--- config.mk ---
export PLATFORM = sky130hd
export DESIGN_NAME = ccr_flag_unit
export DESIGN_NICKNAME = d
export VERILOG_FILES = /design/src/rtl/ccr_flag_unit.sv
export SDC_FILE = /design/constraint.sdc
export NUM_CORES = 1
export LEC_CHECK = 0
export CORE_UTILIZATION = 35
export DETAILED_ROUTE_END_ITERATION = 8
export PLACE_DENSITY = 0.75
export SYNTH_ARGS = -nofsm -noshare
export SYNTH_HDL_FRONTEND = slang
export SYNTH_SLANG_ARGS = --single-unit
--- constraint.sdc ---
create_clock -name clk -period 1.59 [get_ports clk]
set_clock_uncertainty 0.1 [all_clocks]
set_input_delay 0.2385 -clock clk [delete_from_list [all_inputs] [get_ports clk]]
set_output_delay 0.2385 -clock clk [all_outputs]
set_load 0.005 [all_outputs]
--- src/rtl/ccr_flag_unit.sv ---
module ccr_flag_unit #(
  parameter int RES_W  = 16,
  parameter int BYTE_W = 8,
  parameter logic [7:0] RESET_VAL = 8'hD0
) (
  input  logic             clk,
  input  logic             rst_n,
  input  logic [3:0]       op_class,
  input  logic             wide,
  input  logic [RES_W-1:0] result,
  input  logic             alu_c,
  input  logic             alu_v,
  input  logic             alu_h,
  input  logic [7:0]       wr_data,
  output logic [7:0]       ccr,
  output logic             flag_c,
  output logic             flag_v,
  output logic             flag_z,
  output logic             flag_n,
  output logic             flag_h,
  output logic             mask_i,
  output logic             mask_x,
  output logic             stop_dis
);
  localparam int BC = 0, BV = 1, BZ = 2, BN = 3, BI = 4, BH = 5, BX = 6, BS = 7;
  localparam logic [3:0] K_ADD = 4'd1, K_SUB = 4'd2, K_CMP = 4'd3, K_SHF = 4'd4,
                         K_MUL = 4'd5, K_IDX = 4'd6, K_LDS = 4'd7, K_XFR = 4'd8,
                         K_SET = 4'd9, K_CLR = 4'd10;

  logic [7:0] q, d;
  logic zr, nr;

  assign zr = wide ? (result == '0) : (result[BYTE_W-1:0] == '0);
  assign nr = wide ? result[RES_W-1] : result[BYTE_W-1];

  always_comb begin
    d = q;
    unique case (op_class)
      K_ADD: begin
        d[BC] = alu_c; d[BV] = alu_v; d[BZ] = zr; d[BN] = nr;
        if (!wide) d[BH] = alu_h;
      end
      K_SUB, K_CMP: begin
        d[BC] = alu_c; d[BV] = alu_v; d[BZ] = zr; d[BN] = nr;
      end
      K_SHF: begin
        d[BC] = alu_c; d[BZ] = zr; d[BN] = nr; d[BV] = nr ^ alu_c;
      end
      K_MUL: begin
        d[BC] = alu_c; d[BZ] = zr;
      end
      K_IDX: d[BZ] = zr;
      K_LDS: begin
        d[BZ] = zr; d[BN] = nr; d[BV] = 1'b0;
      end
      K_XFR: begin
        d = wr_data;
        d[BX] = q[BX] & wr_data[BX];
      end
      K_SET: begin
        d = q | wr_data;
        d[BX] = q[BX];
      end
      K_CLR: d = q & ~wr_data;
      default: d = q;
    endcase
  end

  always_ff @(posedge clk or negedge rst_n)
    if (!rst_n) q <= RESET_VAL;
    else        q <= d;

  assign ccr      = q;
  assign flag_c   = q[BC];
  assign flag_v   = q[BV];
  assign flag_z   = q[BZ];
  assign flag_n   = q[BN];
  assign flag_h   = q[BH];
  assign mask_i   = q[BI];
  assign mask_x   = q[BX];
  assign stop_dis = q[BS];

  p_hold_r8: assert property (@(posedge clk) disable iff (!rst_n)
    (op_class == 4'd0 || op_class > K_CLR) |=> (ccr == $past(ccr)));
  p_x_sticky_r9: assert property (@(posedge clk) disable iff (!rst_n)
    !ccr[BX] |=> !ccr[BX]);
  p_masks_r11: assert property (@(posedge clk) disable iff (!rst_n)
    (op_class < K_XFR || op_class > K_CLR) |=> $stable({ccr[BS], ccr[BX], ccr[BI]}));
  p_idx_only_z_r6: assert property (@(posedge clk) disable iff (!rst_n)
    (op_class == K_IDX) |=> ({ccr[7:3], ccr[1:0]} == $past({ccr[7:3], ccr[1:0]})));
  p_lds_v_r7: assert property (@(posedge clk) disable iff (!rst_n)
    (op_class == K_LDS) |=> (!ccr[BV] && $stable({ccr[BC], ccr[BH]})));
  p_half_wide_r2: assert property (@(posedge clk) disable iff (!rst_n)
    (op_class == K_ADD && wide) |=> $stable(ccr[BH]));
endmodule

# Word level (Yosys, flattened, before mapping)
# Cells that the tools add are included.
# W data, S select, Z words.
# word_totals
regBits,8
output_inout_bits,16
elab_cells,49
# op_classes
n_eq_ne,11
n_mux,10
bitwise,6
n_reduce_logical,15
# op_table
cell,count
$eq A4 B3 Y1 const B,4
$logic_not A16 Y1,1
$pmux W1 S4,4
$reduce_bool A4 Y1,4
$eq A4 B4 Y1 const B,3
$reduce_or A5 Y1,2
$and A8 B8 Y8,1
$eq A4 B2 Y1 const B,2
$logic_not A8 Y1,1
$not A8 Y8,1
$or A8 B8 Y8,1
$reduce_or A7 Y1,1
$pmux W1 S6,1
$pmux W2 S3,1
$reduce_bool A6 Y1,1
$eq A4 B1 Y1 const B,1
$reduce_and A2 Y1,2
$mux W1,3
$pmux W1 S3,1
$reduce_bool A3 Y1,1
$reduce_or A3 Y1,1
$ne A2 B2 Y1 const B,1
$reduce_bool A2 Y1,1
$and A1 B1 Y1,1
2 further kinds,2

# Longest topological paths before layout
# Gate-level depths: netlist of run 1.
# depth
word_depth,3
ltp_mapped,6

# Least setup slack after synthesis of run 1
# OpenSTA, ideal clock, no wires.
# synth_path
kind,input port to flip-flop
from,in op_class[2]
to,reg q[3] (netlist: ccr[3])
setup_ns,0.126
arrival_time_ns,1.090
required_time_ns,1.364
path_slack_ns,0.274
cell_stages,5
n_path_buf,1
path_cell_list,buf_6 > or3_4 > nand2_1 > a211oi_1 > a221o_1
# synth_via
elab_chain_cells,3
elab_cells_between_ends,11
classes_between,eq/ne: 8; mux: 1; reduce/logical: 2
# synth_lines
item,line,text
"start, declared",8,"input logic [3:0] op_class,"
$eq A4 B1 Y1 (tied with other cells),38,unique case (op_class)
$reduce_or A5 Y1 (no line),--,
$pmux W1 S4 / $reduce_bool A4 Y1 (equally long branches),--,
"end signal, assigned",70,if (!rst_n) q <= RESET_VAL;
"end signal, assigned",71,else q <= d;
"end, declared",30,"logic [7:0] q, d;"
# Parallel ways exist; a longest one is shown, timed or not.
# A chain may end at the register's enable or synchronous reset.

# Final worst setup path of run 1
# layout_path
from,reg q[0] (netlist: ccr[0])
to,out ccr[0]
# layout_lines
item,line,text
"end, declared",15,"output logic [7:0] ccr,"
# No word-level cell between the ends.

==> results of run 1 <==
## cell usage after synthesis, types with 2 or more instances
cell,number
a32o_1,2
a221o_1,2
dfrtp_1,5
nor4_1,4
o21ai_0,9
nor3_1,3
buf_4,8
inv_1,4
a21oi_1,10
nor2_1,9
nand2_1,6
nand2b_1,2
a31oi_1,2
a22o_1,2
dfstp_2,3
xor2_1,3
buf_6,6
nand3_1,2
## layout by cell type, fill, tap and decap left out, types with 2 or more instances in the layout
master and count:
nand3_1 2, dlygate4sd2_1 6, dlymetal6s2s_1 4, nor2_1 9, clkdlybuf4s50_1 39, xor2_1 3
nand2b_1 2, inv_1 4, nor3_1 3, a22o_1 2, a221o_1 2, nor4_1 4
buf_6 2, a32o_1 2, dfrtp_1 5, a31oi_1 2, clkbuf_4 3, a21oi_1 10
o21ai_0 8, buf_4 18, nand2_1 6, dfstp_2 3
## report_power, final
group | internal (mW) | switching [mW] | leakage [nW]
Combinational | 0.251 | 0.135 | 0.536
Clock | 0.0961 | 0.0715 | 0.0150
Sequential | 0.241 | 0.0293 | 0.0900
Total | 0.588 | 0.235 | 0.641
## per-stage QoR
step	utilization (%)	cells	area [um^2]
3_3_place_gp	62.6	184	1400
3_5_place_dp	62.6	184	1400
5_1_grt	64.6	188	1440
4_1_cts	63.5	188	1420
2_1_floorplan	-	101	845
6_report	64.6	188	1440
## worst max-delay path by stage
stage                startpoint      to  cells after the start
finish                   ccr[0]  ccr[0]                      1
global route             ccr[0]  ccr[0]                      1
CTS                 op_class[2]  ccr[0]                      6
detailed placement  op_class[2]  ccr[0]                      6
global placement    op_class[2]  ccr[1]                      5
floorplan           op_class[2]  ccr[3]                      5
## timing repair
action,CTS,global route
endpoints found under the setup margin,6,5
resized for setup,6,8
buffers inserted,0,0
## layout make-up
class                      count  area (um^2)  area share [%]
clock buffer                   4         26.3            1.82
inverter                       4         15.0            1.04
multi-input combinational     74          493            34.1
sequential                     8          204            14.1
tap                           28         35.0            2.43
timing repair buffer          70          671            46.4
## cells by family after synthesis
group | after synthesis
flops | 8
mux | 1
xor+xnor | 4
compound gates | 35
fa+ha+maj | 1
simple gates | 33
buf+inv | 19
## metal layers
layer  GRT usage [%]  up-vias  share of wire (%)
met2            37.7       39                 51
met3            3.27        2                4.8
met5               0        -                  0
li1                -      488                  -
met4            6.94        0               0.92
met1            23.4      452                 43
==> metrics.txt, run 1 <==
status=completed; final worst path period share=95.8%; Critical-path top delay cell=clkdlybuf4s50_1; post-synthesis cell area=845 um^2; Die W=51.1 um; Max stage delay on crit path=0.53 ns; Max Cap Viol=0; WP data required=1.25 ns; post-route ant nets=0; post-synthesis compound-gate area fraction=28.3%; CTS tree=yes; setup TNS=0 ns; Cell variety after synth=37; CTS HTree Levels=1; share of cells above drive strength 1=21.3%; leak pwr=0.641 nW; DRT Wirelength=2400 um; Area growth syn-to-layout=71.0%; Cell Pwr Density=570 nW/um^2; RSZ-0062 raised after global routing=no; CTS root buffer=clkbuf_4; worst-margin pin slew=0.368 ns; Port Buffer Count=49; vias in the first global route=935; Arr. time, crit path=1.19 ns; fill count=204; Worst-path clk slew=0.06 ns; syn_area_per_cell=8.36 um^2; post-synthesis simple-gate area fraction=22.4%; Synth Instances=101; Placeable Area=2230 um^2; r2r endpoint=ccr[5]; Top FF cell, synth=dfrtp_1; worst-path maximum fanout=5; area leader, netlist=dfrtp_1; DP Wirelength=2080 um; DIE HEIGHT=51.1 um; peak supply drop=0.000381 V; Yosys top cell area share=14.8%; drt pass-1 iters=4; largest net degree at the start of global routing=12; Seq/Total Area, Yosys=24.1%; CP startpoint kind=register; via-per-instance ratio=5.22; Max Fclk=0.656 GHz; die area=2610 um^2; CTS Hold Bufs=0; nets=195; final worst slack=0.0661 ns; Worst Hold Slack=0.161 ns; critical path capture point type=output port; CP Cell Sequence=clkdlybuf4s50_1; final estimated routing congestion in global placement=0.854; total power=0.824 mW; initial antenna violation count=0; Syn Nets=135; Yosys warning count=0; Via Count=981; clk sink count=8; Hold Crit Class=in -> async; gr ovfl total=0; Adder-Cell Fraction of Synth Area=1.33%; Synth Area in XOR/XNOR=4.15%; CTS Buffer Depth=2; Slew headroom=75.4%; cts bufs inserted=3; worst r2r src=ccr[5]; R2R Setup Slk=0.36 ns; multiplexer share of the synthesized area=1.19%; FFs w/ async S/R, synth=100%; clk_lat worst skew=0.25 ns; first-pass GRT wire length=4030 um; # setup viols final=0; row count=17; largest family of logic cells by synthesized area=compound AO/OA/AOI/OAI gates; pre-CTS WS=-0.277 ns; crit path time final=1.52 ns; Post-synth EDFFs=0; reg2reg path depth=3; Fin. Hold Viols=0; Top delay family on crit path=buffers and inverters; worst path bufs/invs=1; Slew Viols, Final=0; max reg flops=8; GRT Resource Usage Total=20.4%; I/O pins=50; # DRC=0; crit path kind=reg -> out; n_diodes=0; synth top area cells=dfrtp_1, dfstp_2, buf_6; Synth Register Bits=8; Initial Utilization=37.8%; drt initial violations=6; WL/cell=12.8 um
Note: power is estimated with default switching activity, not from simulation.
==> run 2: changes to the inputs <==
CTS_CLUSTER_DIAMETER = 50   (was not set)
==> results of run 2 <==
The final DEF is identical to that of run 1; final timing and power are the same.
==> run 3: changes to the inputs <==
CELL_PAD_IN_SITES_DETAIL_PLACEMENT = 0   (was not set)
CELL_PAD_IN_SITES_GLOBAL_PLACEMENT = 1   (was not set)
CORE_UTILIZATION = 26   (was 35)
GPL_ROUTABILITY_DRIVEN = 1   (was not set)
PLACE_DENSITY = 0.9   (was 0.75)
==> metrics.txt, run 3 (synthesis results as in run 1) <==
row count=20 (was 17); gr ovfl total=0 (unchanged); Slew headroom=74.3% (was 75.4%); initial antenna violation count=0 (unchanged); final worst path period share=96.8% (was 95.8%); n_diodes=0 (unchanged); CTS HTree Levels=1 (unchanged); drt initial violations=48 (was 6); Max Cap Viol=0 (unchanged); WL/cell=12.5 um (was 12.8 um); most frequent cells in the layout=clkdlybuf4s50_1, buf_4, a21oi_1 (unchanged); die area=3480 um^2 (was 2610 um^2); R2R Setup Slk=0.35 ns (was 0.36 ns); post-route ant nets=0 (unchanged); leak pwr=0.642 nW (was 0.641 nW); Cell Pwr Density=575 nW/um^2 (was 570 nW/um^2); crit path kind=reg -> out (unchanged); critical path capture point type=output port (unchanged); GRT Resource Usage Total=15.2% (was 20.4%); CTS root buffer=clkbuf_4 (unchanged); Die W=59.0 um (was 51.1 um); clk_lat worst skew=0.26 ns (was 0.25 ns); CTS Hold Bufs=0 (unchanged); Via Count=1009 (was 981); vias in the first global route=908 (was 935); DRT Wirelength=2570 um (was 2400 um); share of cells above drive strength 1=22.4% (was 21.3%); CP Cell Sequence=clkdlybuf4s50_1 (unchanged); Top delay family on crit path=buffers and inverters (unchanged); Worst-path clk slew=0.06 ns (about the same); largest net degree at the start of global routing=12 (unchanged); Critical-path top delay cell=clkdlybuf4s50_1 (unchanged); first-pass GRT wire length=3950 um (was 4030 um); clk sink count=8 (unchanged); final std cells w/o fill=205 (was 188); crit path time final=1.54 ns (was 1.52 ns); # DRC=0 (unchanged); RSZ-0062 raised after global routing=no (unchanged); Max stage delay on crit path=0.53 ns (about the same); I/O pins=50 (unchanged); Port Buffer Count=49 (unchanged); CP startpoint kind=register (unchanged); Placeable Area=3080 um^2 (was 2230 um^2); Arr. time, crit path=1.20 ns (was 1.19 ns); dpl cell area=1380 um^2 (was 1400 um^2); drt pass-1 iters=4 (unchanged); max reg flops=8 (unchanged); Initial Utilization=27.4% (was 37.8%); final instance area=1460 um^2 (was 1440 um^2); Slew Viols, Final=0 (unchanged); nets=196 (was 195); worst-path maximum fanout=5 (unchanged); CTS Buffer Depth=2 (unchanged); Area growth syn-to-layout=72.4% (was 71.0%); cts bufs inserted=3 (unchanged); Max Fclk=0.650 GHz (was 0.656 GHz); Placed Cells=197 (was 184); final estimated routing congestion in global placement=0.822 (was 0.854); commonest non-fill, non-tap cell in the layout=clkdlybuf4s50_1 (unchanged); DP Wirelength=2000 um (was 2080 um); CTS tree=yes (unchanged); DIE HEIGHT=59.0 um (was 51.1 um); # setup viols final=0 (unchanged); status=completed (unchanged); worst path bufs/invs=1 (unchanged); via-per-instance ratio=4.92 (was 5.22); worst-margin pin slew=0.382 ns (was 0.368 ns); WP data required=1.25 ns (about the same); Hold Crit Class=in -> async (unchanged); peak supply drop=0.000173 V (was 0.000381 V); Fin. Hold Viols=0 (unchanged)
-- run 3: worst paths after layout --
kind                             start      to  cells past startpoint
max                             ccr[5]  flag_h                      1
min                              rst_n  ccr[2]                      1
max reg2reg                     ccr[0]  ccr[0]                      4
min reg2reg                     ccr[6]  ccr[6]                      1
max in group asynchronous        rst_n  ccr[6]                      1
min in group clk           op_class[0]  ccr[0]                      3
-- run 3: power breakdown --
part	switching [mW]	internal [mW]
clock network	0.0785	0.0966
registers	0.0267	0.241
logic	0.140	0.255
total	0.245	0.593
-- run 3: area by class of cell --
type,count,area (um^2)
clock buffers,4,26.3
fillers,323,1620
inverters,4,15.0
multi-input cells,74,488
flip-flops and latches,8,204
well taps,44,55.1
repair buffers,71,668
-- run 3: what timing repair did --
item,CTS,global route
setup buffers,0,2
pin swaps,0,1
resized for setup,7,9
endpoints found under the setup margin,7,10
gates cloned,0,2
-- run 3: stage by stage --
stage	utilization, %	power (mW)	setup slack [ns]	hold slack [ns]	setup TNS (ns)
after floorplan	-	0.449	0.274	-0.157	0
after global placement	45.0	0.654	-0.252	0.376	-1.43
after detailed placement	45.0	0.662	-0.286	0.381	-1.60
after CTS	45.6	0.826	-0.0183	0.149	-0.0183
after global routing	47.3	0.891	0.00781	0.173	0
final	47.3	0.838	0.0505	0.135	0
-- run 3: metal layers --
| layer | vias to the layer above | share of wire, % | track usage (%) |
|---|---|---|---|
| met5 | - | 0 | 0 |
| met4 | 0 | 1.2 | 7.14 |
| met3 | 4 | 6.8 | 2.40 |
| met2 | 57 | 51 | 28.7 |
| met1 | 464 | 41 | 16.3 |
| li1 | 484 | - | - |
